===== config.mk =====
export PLATFORM = sky130hd
export DESIGN_NAME = pid_dpwm_ctrl
export DESIGN_NICKNAME = d
export VERILOG_FILES = /design/src/rtl/pid_dpwm_pkg.sv /design/src/rtl/pid_err_hist.sv /design/src/rtl/pid_mac.sv /design/src/rtl/pid_dpwm_core.sv /design/src/rtl/pid_dpwm_ctrl.sv
export SDC_FILE = /design/constraint.sdc
export NUM_CORES = 1
export LEC_CHECK = 0
export BUFFER_PORTS_ARGS = -buffer_cell sky130_fd_sc_hd__buf_4
export CORE_MARGIN = 2
export CORE_UTILIZATION = 45
export CTS_CLUSTER_DIAMETER = 80
export DETAILED_ROUTE_END_ITERATION = 12
export PLACE_DENSITY_LB_ADDON = 0.08
export SLEW_MARGIN = 20
export SYNTH_ARGS = -nofsm -noshare
export SYNTH_HDL_FRONTEND = slang
export SYNTH_SLANG_ARGS = --single-unit

===== constraint.sdc =====
create_clock -name clk -period 8 [get_ports clk]
set_input_delay 0.4 -clock clk [delete_from_list [all_inputs] [get_ports clk]]
set_output_delay 0.4 -clock clk [all_outputs]
set_load 0.005 [all_outputs]

===== src/rtl/pid_dpwm_pkg.sv =====
package pid_dpwm_pkg;

    typedef enum logic [2:0] {
        S_IDLE,
        S_TERM_A,
        S_TERM_B,
        S_TERM_C,
        S_ROUND,
        S_COMMIT
    } calc_state_e;

    typedef enum logic [1:0] {
        SEL_A,
        SEL_B,
        SEL_C
    } term_sel_e;

endpackage


===== src/rtl/pid_err_hist.sv =====
module pid_err_hist
    import pid_dpwm_pkg::*;
#(
    parameter int ADC_W = 10,
    parameter int ERR_W = ADC_W + 1
) (
    input  logic                    clk,
    input  logic                    rst_n,
    input  logic                    capture,
    input  logic                    shift,
    input  logic [ADC_W-1:0]        ref_code,
    input  logic [ADC_W-1:0]        adc_code,
    input  term_sel_e               sel,
    output logic signed [ERR_W-1:0] err_sel
);

    localparam int DEPTH = 3;

    logic signed [ERR_W-1:0] hist_q [DEPTH];
    logic signed [ERR_W-1:0] err_new;

    assign err_new = $signed({{(ERR_W-ADC_W){1'b0}}, ref_code})
                   - $signed({{(ERR_W-ADC_W){1'b0}}, adc_code});

    // slot 0 holds e[n], later slots the older samples
    always_ff @(posedge clk or negedge rst_n) begin
        if (!rst_n) begin
            hist_q[0] <= '0;
        end else if (capture) begin
            hist_q[0] <= err_new;
        end
    end

    generate
        for (genvar g = 1; g < DEPTH; g++) begin : g_age
            always_ff @(posedge clk or negedge rst_n) begin
                if (!rst_n) begin
                    hist_q[g] <= '0;
                end else if (shift) begin
                    hist_q[g] <= hist_q[g-1];
                end
            end
        end
    endgenerate

    always_comb begin
        unique case (sel)
            SEL_A:   err_sel = hist_q[0];
            SEL_B:   err_sel = hist_q[1];
            SEL_C:   err_sel = hist_q[2];
            default: err_sel = '0;
        endcase
    end

endmodule


===== src/rtl/pid_mac.sv =====
module pid_mac #(
    parameter int CW     = 16,
    parameter int ERR_W  = 11,
    parameter int FRAC   = 10,
    parameter int DUTY_W = 9
) (
    input  logic                    clk,
    input  logic                    rst_n,
    input  logic                    clear,
    input  logic                    accum,
    input  logic                    commit,
    input  logic signed [CW-1:0]    coef,
    input  logic signed [ERR_W-1:0] err,
    output logic [DUTY_W-1:0]       u_q
);

    localparam int PW = CW + ERR_W;
    localparam int AW = PW + 2;
    localparam int DW = AW - FRAC;
    localparam int UW = DW + 1;
    localparam logic signed [AW-1:0] RND_HALF = AW'(1) << (FRAC - 1);
    localparam logic signed [UW-1:0] U_TOP    = UW'((1 << DUTY_W) - 1);

    logic signed [AW-1:0] acc_q;
    logic signed [PW-1:0] prod;
    logic signed [AW-1:0] prod_ext;
    logic signed [AW-1:0] rnd;
    logic signed [DW-1:0] delta;
    logic signed [UW-1:0] u_sum;
    logic [DUTY_W-1:0]    u_clamped;

    assign prod     = coef * err;
    assign prod_ext = {{(AW-PW){prod[PW-1]}}, prod};
    assign rnd      = acc_q + RND_HALF;
    assign delta    = rnd[AW-1:FRAC];
    assign u_sum    = $signed({{(UW-DUTY_W){1'b0}}, u_q}) + $signed({delta[DW-1], delta});

    always_comb begin
        if (u_sum < 0) begin
            u_clamped = '0;
        end else if (u_sum > U_TOP) begin
            u_clamped = '1;
        end else begin
            u_clamped = u_sum[DUTY_W-1:0];
        end
    end

    always_ff @(posedge clk or negedge rst_n) begin
        if (!rst_n) begin
            acc_q <= '0;
        end else if (clear) begin
            acc_q <= '0;
        end else if (accum) begin
            acc_q <= acc_q + prod_ext;
        end
    end

    always_ff @(posedge clk or negedge rst_n) begin
        if (!rst_n) begin
            u_q <= '0;
        end else if (commit) begin
            u_q <= u_clamped;
        end
    end

endmodule


===== src/rtl/pid_dpwm_core.sv =====
module pid_dpwm_core #(
    parameter int DUTY_W = 9
) (
    input  logic              clk,
    input  logic              rst_n,
    input  logic              pend_valid,
    input  logic [DUTY_W-1:0] pend_duty,
    output logic              wrap,
    output logic [DUTY_W-1:0] duty_q,
    output logic              loaded_q,
    output logic              pwm_out
);

    logic [DUTY_W-1:0] cnt_q;

    assign wrap = &cnt_q;

    always_ff @(posedge clk or negedge rst_n) begin
        if (!rst_n) begin
            cnt_q <= '0;
        end else begin
            cnt_q <= cnt_q + 1'b1;
        end
    end

    always_ff @(posedge clk or negedge rst_n) begin
        if (!rst_n) begin
            duty_q   <= '0;
            loaded_q <= 1'b0;
        end else if (wrap && pend_valid) begin
            duty_q   <= pend_duty;
            loaded_q <= 1'b1;
        end
    end

    assign pwm_out = loaded_q && (cnt_q < duty_q);

endmodule


===== src/rtl/pid_dpwm_ctrl.sv =====
module pid_dpwm_ctrl
    import pid_dpwm_pkg::*;
#(
    parameter int ADC_W  = 10,
    parameter int CW     = 16,
    parameter int FRAC   = 10,
    parameter int DUTY_W = 9
) (
    input  logic                 clk,
    input  logic                 rst_n,
    input  logic [ADC_W-1:0]     ref_code,
    input  logic [ADC_W-1:0]     adc_code,
    input  logic signed [CW-1:0] coef_a,
    input  logic signed [CW-1:0] coef_b,
    input  logic signed [CW-1:0] coef_c,
    output logic                 period_wrap,
    output logic [DUTY_W-1:0]    duty_q,
    output logic                 pwm_out
);

    localparam int ERR_W = ADC_W + 1;

    calc_state_e state_q;
    calc_state_e state_d;

    logic                    capture;
    logic                    clear_acc;
    logic                    accum;
    logic                    commit;
    logic                    shift;
    term_sel_e               sel;
    logic signed [CW-1:0]    coef_sel;
    logic signed [ERR_W-1:0] err_sel;
    logic [DUTY_W-1:0]       u_val;
    logic                    result_valid_q;
    logic                    loaded;
    logic                    fsm_idle;

    // state register
    always_ff @(posedge clk or negedge rst_n) begin
        if (!rst_n) begin
            state_q <= S_IDLE;
        end else begin
            state_q <= state_d;
        end
    end

    // transitions
    always_comb begin
        state_d = state_q;
        unique case (state_q)
            S_IDLE:   if (period_wrap) state_d = S_TERM_A;
            S_TERM_A: state_d = S_TERM_B;
            S_TERM_B: state_d = S_TERM_C;
            S_TERM_C: state_d = S_ROUND;
            S_ROUND:  state_d = S_COMMIT;
            S_COMMIT: state_d = S_IDLE;
            default:  state_d = S_IDLE;
        endcase
    end

    // outputs of the machine
    always_comb begin
        capture   = 1'b0;
        clear_acc = 1'b0;
        accum     = 1'b0;
        commit    = 1'b0;
        shift     = 1'b0;
        sel       = SEL_A;
        unique case (state_q)
            S_IDLE: begin
                capture   = period_wrap;
                clear_acc = period_wrap;
            end
            S_TERM_A: begin
                accum = 1'b1;
                sel   = SEL_A;
            end
            S_TERM_B: begin
                accum = 1'b1;
                sel   = SEL_B;
            end
            S_TERM_C: begin
                accum = 1'b1;
                sel   = SEL_C;
            end
            S_ROUND:  commit = 1'b1;
            S_COMMIT: shift  = 1'b1;
            default: ;
        endcase
    end

    assign fsm_idle = (state_q == S_IDLE);

    always_comb begin
        unique case (sel)
            SEL_A:   coef_sel = coef_a;
            SEL_B:   coef_sel = coef_b;
            SEL_C:   coef_sel = coef_c;
            default: coef_sel = '0;
        endcase
    end

    always_ff @(posedge clk or negedge rst_n) begin
        if (!rst_n) begin
            result_valid_q <= 1'b0;
        end else if (shift) begin
            result_valid_q <= 1'b1;
        end
    end

    pid_err_hist #(
        .ADC_W (ADC_W),
        .ERR_W (ERR_W)
    ) hist_i (
        .clk      (clk),
        .rst_n    (rst_n),
        .capture  (capture),
        .shift    (shift),
        .ref_code (ref_code),
        .adc_code (adc_code),
        .sel      (sel),
        .err_sel  (err_sel)
    );

    pid_mac #(
        .CW     (CW),
        .ERR_W  (ERR_W),
        .FRAC   (FRAC),
        .DUTY_W (DUTY_W)
    ) mac_i (
        .clk    (clk),
        .rst_n  (rst_n),
        .clear  (clear_acc),
        .accum  (accum),
        .commit (commit),
        .coef   (coef_sel),
        .err    (err_sel),
        .u_q    (u_val)
    );

    pid_dpwm_core #(
        .DUTY_W (DUTY_W)
    ) pwm_i (
        .clk        (clk),
        .rst_n      (rst_n),
        .pend_valid (result_valid_q),
        .pend_duty  (u_val),
        .wrap       (period_wrap),
        .duty_q     (duty_q),
        .loaded_q   (loaded),
        .pwm_out    (pwm_out)
    );

endmodule


== Word-level counts from Yosys, hierarchy flattened ==
Cells that the tools add are included.
Word-level totals
  register bits after elaboration: 94
  input bits: 70
  output and inout bits: 11
  logic and storage cells: 47
Cells by class
  add/subtract/negate cells: 5
  $mul: 1
  magnitude comparators: 3
  eq/ne operators: 8
  muxes and demuxes: 13
  reductions and logical operators: 7
Operators by type and width (number)
  29-bit 2-to-1 mux: 2
  16-bit case mux with 3 select lines: 1
  11-bit case mux with 3 select lines: 1
  29-bit by 11-bit adder with 29-bit output (second input constant): 1
  29-bit by 27-bit adder with 29-bit output: 1
  16-bit by 11-bit multiplier with 27-bit output: 1
  10-bit by 19-bit adder with 20-bit output: 1
  20-bit by 10-bit greater-than comparator with 1-bit output (second input constant): 1
  20-bit by 1-bit < comparator with 1-bit output (second input constant): 1
  9-bit 2-to-1 mux: 2
  3-bit case mux with 5 select lines: 1
  10-bit by 10-bit subtractor with 11-bit output: 1
  9-bit by 1-bit adder with 9-bit output (second input constant): 1
  9-bit < comparator: 1
  9-bit AND reduction: 1
  3-bit by 2-bit equality test with 1-bit output (second input constant): 2
  3-bit equality test (second input constant): 2
  1-bit 2-to-1 mux: 4
  2-bit case mux with 2 select lines: 1
  3-bit by 1-bit equality test with 1-bit output (second input constant): 1
  3-bit zero test: 1
  3-bit 2-to-1 mux: 1
  3-bit OR reduction: 1
  2-bit by 1-bit equality test with 1-bit output (second input constant): 1
  5 further kinds: 6

== Longest topological paths before layout ==
  depth after elaboration: 8
  depth in mapped cells: 27
  mapped depth without buffers: 24

== By module ==
Synthesis repeated with hierarchy kept, for this count alone.
Second synthesis, totals
  cell total of the unflattened synthesis: 1480
  area, all modules: 14014.7 um^2
Modules (own cells, without submodules)
  pid_mac: times used 1, cells an instance 1175, area an instance 10462.5 um^2, sequential area each 950.9 um^2
  pid_err_hist: times used 1, cells an instance 169, area an instance 1881.8 um^2, sequential area each 825.8 um^2
  pid_dpwm_core: times used 1, cells an instance 80, area an instance 930.9 um^2, sequential area each 475.5 um^2
  pid_dpwm_ctrl: times used 1, cells an instance 56, area an instance 739.5 um^2, sequential area each 100.1 um^2

== Least setup slack after synthesis ==
No wires, ideal clock.
  kind: register to register
  from: reg state_q[0]
  to: reg mac_i.acc_q[26]
  setup time: 0.133 ns
  arrival time: 6.923 ns
  data required time: 7.867 ns
  slack: 0.944 ns
  stages on the path, launching flop included: 27
  buffers on the path: 3
  period minus slack after synthesis: 7.056 ns
  path through: dfrtp_1 > clkbuf_1 > buf_2 > buf_1 > mux2i_1 > o21a_1 > nor2_1 > inv_1 > fa_1 > inv_1 > ha_1 > inv_1 > fa_1 > inv_1 > fa_1 > inv_1 > fa_1 > inv_1 > ha_1 > and4_1 > nor4bb_1 > o31ai_1 > a31oi_1 > o21ai_0 > a21boi_0 > xnor2_1 > o21ai_0
On the way
  word-level cells in the longest chain between the ends: 8
  elaborated cells on any way between the ends: 18
  classes of those cells: add/sub: 1; mul: 1; eq/ne: 5; mux: 7; reduce/logical: 4
Ends and longest elaborated chain
  from (decl): RTL line pid_dpwm_ctrl.sv:23  | calc_state_e state_q;
  from (signal assigned): RTL line pid_dpwm_ctrl.sv:44  | state_q <= state_d;
  3-bit by 2-bit equality test with 1-bit output: RTL line pid_dpwm_ctrl.sv:70  | unique case (state_q)
  2-bit case mux with 2 select lines: RTL line pid_dpwm_ctrl.sv:70
  2-bit equality test (tied with other cells): RTL line pid_err_hist.sv:47, pid_dpwm_ctrl.sv:96
  16-bit case mux with 3 select lines or 11-bit case mux with 3 select lines (tied branches): RTL line pid_dpwm_ctrl.sv:96, pid_err_hist.sv:47
  16-bit by 11-bit multiplier with 27-bit output: RTL line pid_mac.sv:32  | assign prod = coef * err;
  29-bit by 27-bit adder with 29-bit output: RTL line pid_mac.sv:54  | acc_q <= acc_q + prod_ext;
  29-bit 2-to-1 mux: RTL line pid_mac.sv:53  | end else if (accum) begin
  29-bit 2-to-1 mux: RTL line pid_mac.sv:51  | end else if (clear) begin
  to (signal assigned): RTL line pid_mac.sv:54
  to (decl): RTL line pid_mac.sv:24  | logic signed [AW-1:0] acc_q;
Several ways; a longest one is shown, not always the timed one. The select of a mux whose other input is x is not followed.
A chain may end at the register's enable or synchronous reset.

== Worst setup path in the final report ==
  from: reg state_q[2]
  to: reg mac_i.acc_q[25]
Same word-level chain as after synthesis.

==> impl_results.md <==
- First drt pass iteration count: 4
- Power Density: 370 nW/µm²
- Number of synthesized register bits: 94
- Crit path max fanout: 19
- Final Core Density: between 50% and 60%
- Core Box Area: slightly below 30000 µm²
- Worst IR Drop VDD: 0.000432 V
- Max clock buf depth: 2
- Hold Path Class: in2async
- Vias in the first global route: 10200
- Critical path arrival: about 7400 ps
- Critical Path End Type: flop
- Hold Buf Count CTS: 0
- Syn-to-layout area delta: 10.7%
- Die height: 176 µm
- Hold Slack: 76.3 ps
- Placed cell area: 14400 µm²
- Post_cts resized: 0
- Post-CTS Setup Repair Bufs: 0
- RSZ-0062 raised after global routing: false
- Final Slew Violations: 0
- Critical Path Source: state_q[2]
- Worst r2r src: state_q[2]
- Clock edge transition at the registers on the reported setup and hold paths: ~80 ps
- Final Setup Violations: 0
- Req. time, crit path: 8260 ps
- R2R depth: 21
- Die width: between 150 and 200 µm
- CTS sink cnt: 94
- # IOs: slightly above 80
- Post-synth EDFFs: 0
- Async set or reset register ratio after synthesis: 100%
- Crit path kind: reg2reg
- Diodes inserted: 0
- CTS tree: done
- Final non-filler cell total: between 1500 and 2000
- Lkg Pwr: ~0.0077 µW
- Maximum Capacitance Violations: 0
- Final #Nets: 1908
- Post-synth cell types: 67
- GRT Residual Overflow: 0
- R2R setup slack: 850 ps
- DRT antenna net count: 0
- Vias: between 9000 and 10000
- Max Freq: 140 MHz
- Final min period: a little over 7000 ps
- Sequential element share of the synthesized area: between 10% and 20%
- CTS buffer count: 9
- Cells after Synth: about 1500
- Site Rows: 62
- Synthesized cell area: around 13000 µm²
- Slew HR: 32.5%
- Via density: 5.12
- HPWL Detailed: between 20000 and 30000 µm
- Die area: 31000 µm²
- DRC marker count from the first detailed-route iteration: 532
- CTS Root Cell: clkbuf_16
- GP Congestion: between 0.8 and 0.9
- Status: completed
- Yosys warning total: 0
- Starting density of the core: between 40% and 50%
- Largest net degree at the start of global routing: 54
- IO Port Bufs: 80
- Wire per inst: 16.5 µm
- Worst Max-Slew Pin Slew: 1010 ps
- Final hold viol count: 0
- Placed Cells: ~1900
- Setup TNS: 0 ps
- Critical Path Source Type: flop
- Ys flop type: dfrtp_1
- Drt drc: 0
- Clock latency on the worst-skew pair: 360 ps
- Initial antenna violation count: 0
- Worst r2r dst: mac_i.acc_q[25]
- Post-Syn Nets: approximately 1800
- Routed wire length: roughly 32000 µm
- Final instance area: 14700 µm²
- First-pass GRT wire length: between 50000 and 60000 µm
- Tot GR Track Use: between 20% and 30%
- Mean post-synth cell area: 9.07 µm²
- H-tree level count: 3
- Fraction of layout cells with a size suffix above 1: between 10% and 20%
- Worst Skew: about 18 ps
- Tcrit/Tclk final: approximately nine tenths
==> worst max-delay path by stage <==
stage,endpoint,depth (start not counted),slack [ps]
after CTS,mac_i.acc_q[25],21,880
after floorplan,mac_i.acc_q[26],26,940
final,mac_i.acc_q[25],21,850
after global routing,mac_i.acc_q[25],22,450
after detailed placement,mac_i.acc_q[25],21,890
after global placement,mac_i.acc_q[25],21,930
==> flip-flops by register name, summed over array words and instances (netlist names) <==
name / cells
pwm_i.duty_q: 9
pwm_i.loaded_q: 1
state_q: 3
pwm_i.cnt_q: 9
mac_i.u_q: 9
mac_i.acc_q: 29
result_valid_q: 1
hist_i.hist_q: 33
==> report_power, final <==
part	internal (µW)	switching, µW	total (µW)
Sequential	478	4.65	483
Clock	276	212	488
Combinational	1950	2540	4480
Total	2700	2750	5460
==> critical path, stage by stage, from the launching register on <==
cell and delay [ps]:
dfrtp_1 480, nand2b_2 410, o21ai_1 610, inv_1 170
or2_2 340, fa_1 460, fa_1 550, inv_1 60
fa_1 520, fa_1 550, inv_1 60, fa_1 540
inv_1 40, ha_1 210, or3_1 370, or2_1 270
o221ai_1 220, a21oi_1 170, o221ai_1 290, a21boi_0 160
or3_1 320, a32o_1 250
==> placed cells by master (no fill, tap or decap), types with 5 or more instances in the layout <==
master	Yosys	routed
nor2b_1	23	23
mux2i_1	29	29
and3_1	9	9
dfrtp_1	94	93
a21oi_1	22	22
inv_1	302	302
o21ai_1	14	14
mux2_2	30	30
and2_1	18	18
o31ai_1	9	9
clkbuf_16	0	9
buf_4	0	102
a211oi_1	14	13
nand3_1	13	13
nor3_1	10	10
a21boi_0	6	6
o21bai_1	5	5
a21o_1	16	16
o21a_1	21	21
nand2b_1	11	10
xor2_1	23	23
ha_1	102	102
nor2_1	90	88
or3_1	8	8
nand4_1	9	9
a22o_1	7	7
fa_1	201	201
xnor2_1	30	30
o21ai_0	57	57
o211ai_1	5	5
nand2_1	182	182
==> metal layers <==
metal	up-vias	global-route usage [%]	part of all wire [%]	wire, µm
met5	-	0	0	0
li1	4775	-	-	-
met4	0	4.37	1.3	425
met3	34	2.24	2.3	728
met1	4940	30.0	45	14200
met2	100	38.2	52	16300
==> cells by family (layout without fill, tap and decap cells) <==
logic type | after synthesis | after routing | synth area share, %
flops | 94 | 94 | 17.7
simple gates | 399 | 399 | 13.9
compound gates | 210 | 210 | 10.5
xor+xnor | 53 | 53 | 3.49
buf+inv | 350 | 421 | 9.92
fa+ha+maj | 303 | 303 | 39.8
mux | 59 | 59 | 4.72
==> synthesized netlist by cell type, drive strengths merged (23+ instances only) <==
| master | n | area [µm²] |
|---|---|---|
| inv | 302 | 1130 |
| fa | 201 | 4020 |
| nand2 | 182 | 683 |
| ha | 102 | 1280 |
| dfrtp | 94 | 2350 |
| nor2 | 90 | 338 |
| o21ai | 71 | 355 |
| clkbuf | 35 | 131 |
| mux2 | 30 | 338 |
| xnor2 | 30 | 263 |
| mux2i | 29 | 290 |
| nor2b | 23 | 144 |
| xor2 | 23 | 201 |
==> layout make-up <==
class	count	area, µm²
Inverter	302	1130
Clock inverter	6	95.1
Tap cell	384	480
Fill cell	2766	14200
Multi-Input combinational cell	1024	9650
Clock buffer	9	225
Timing Repair Buffer	104	797
Sequential cell	94	2350
==> per-stage QoR <==
step / setup slack (ps) / power (µW)
final: 851 / 5460
after global routing: 454 / 6170
after CTS: 876 / 5540
after detailed placement: 889 / 5020
after global placement: 927 / 5010
after floorplan: 944 / 4010
Note: power is estimated with default switching activity, not from simulation.
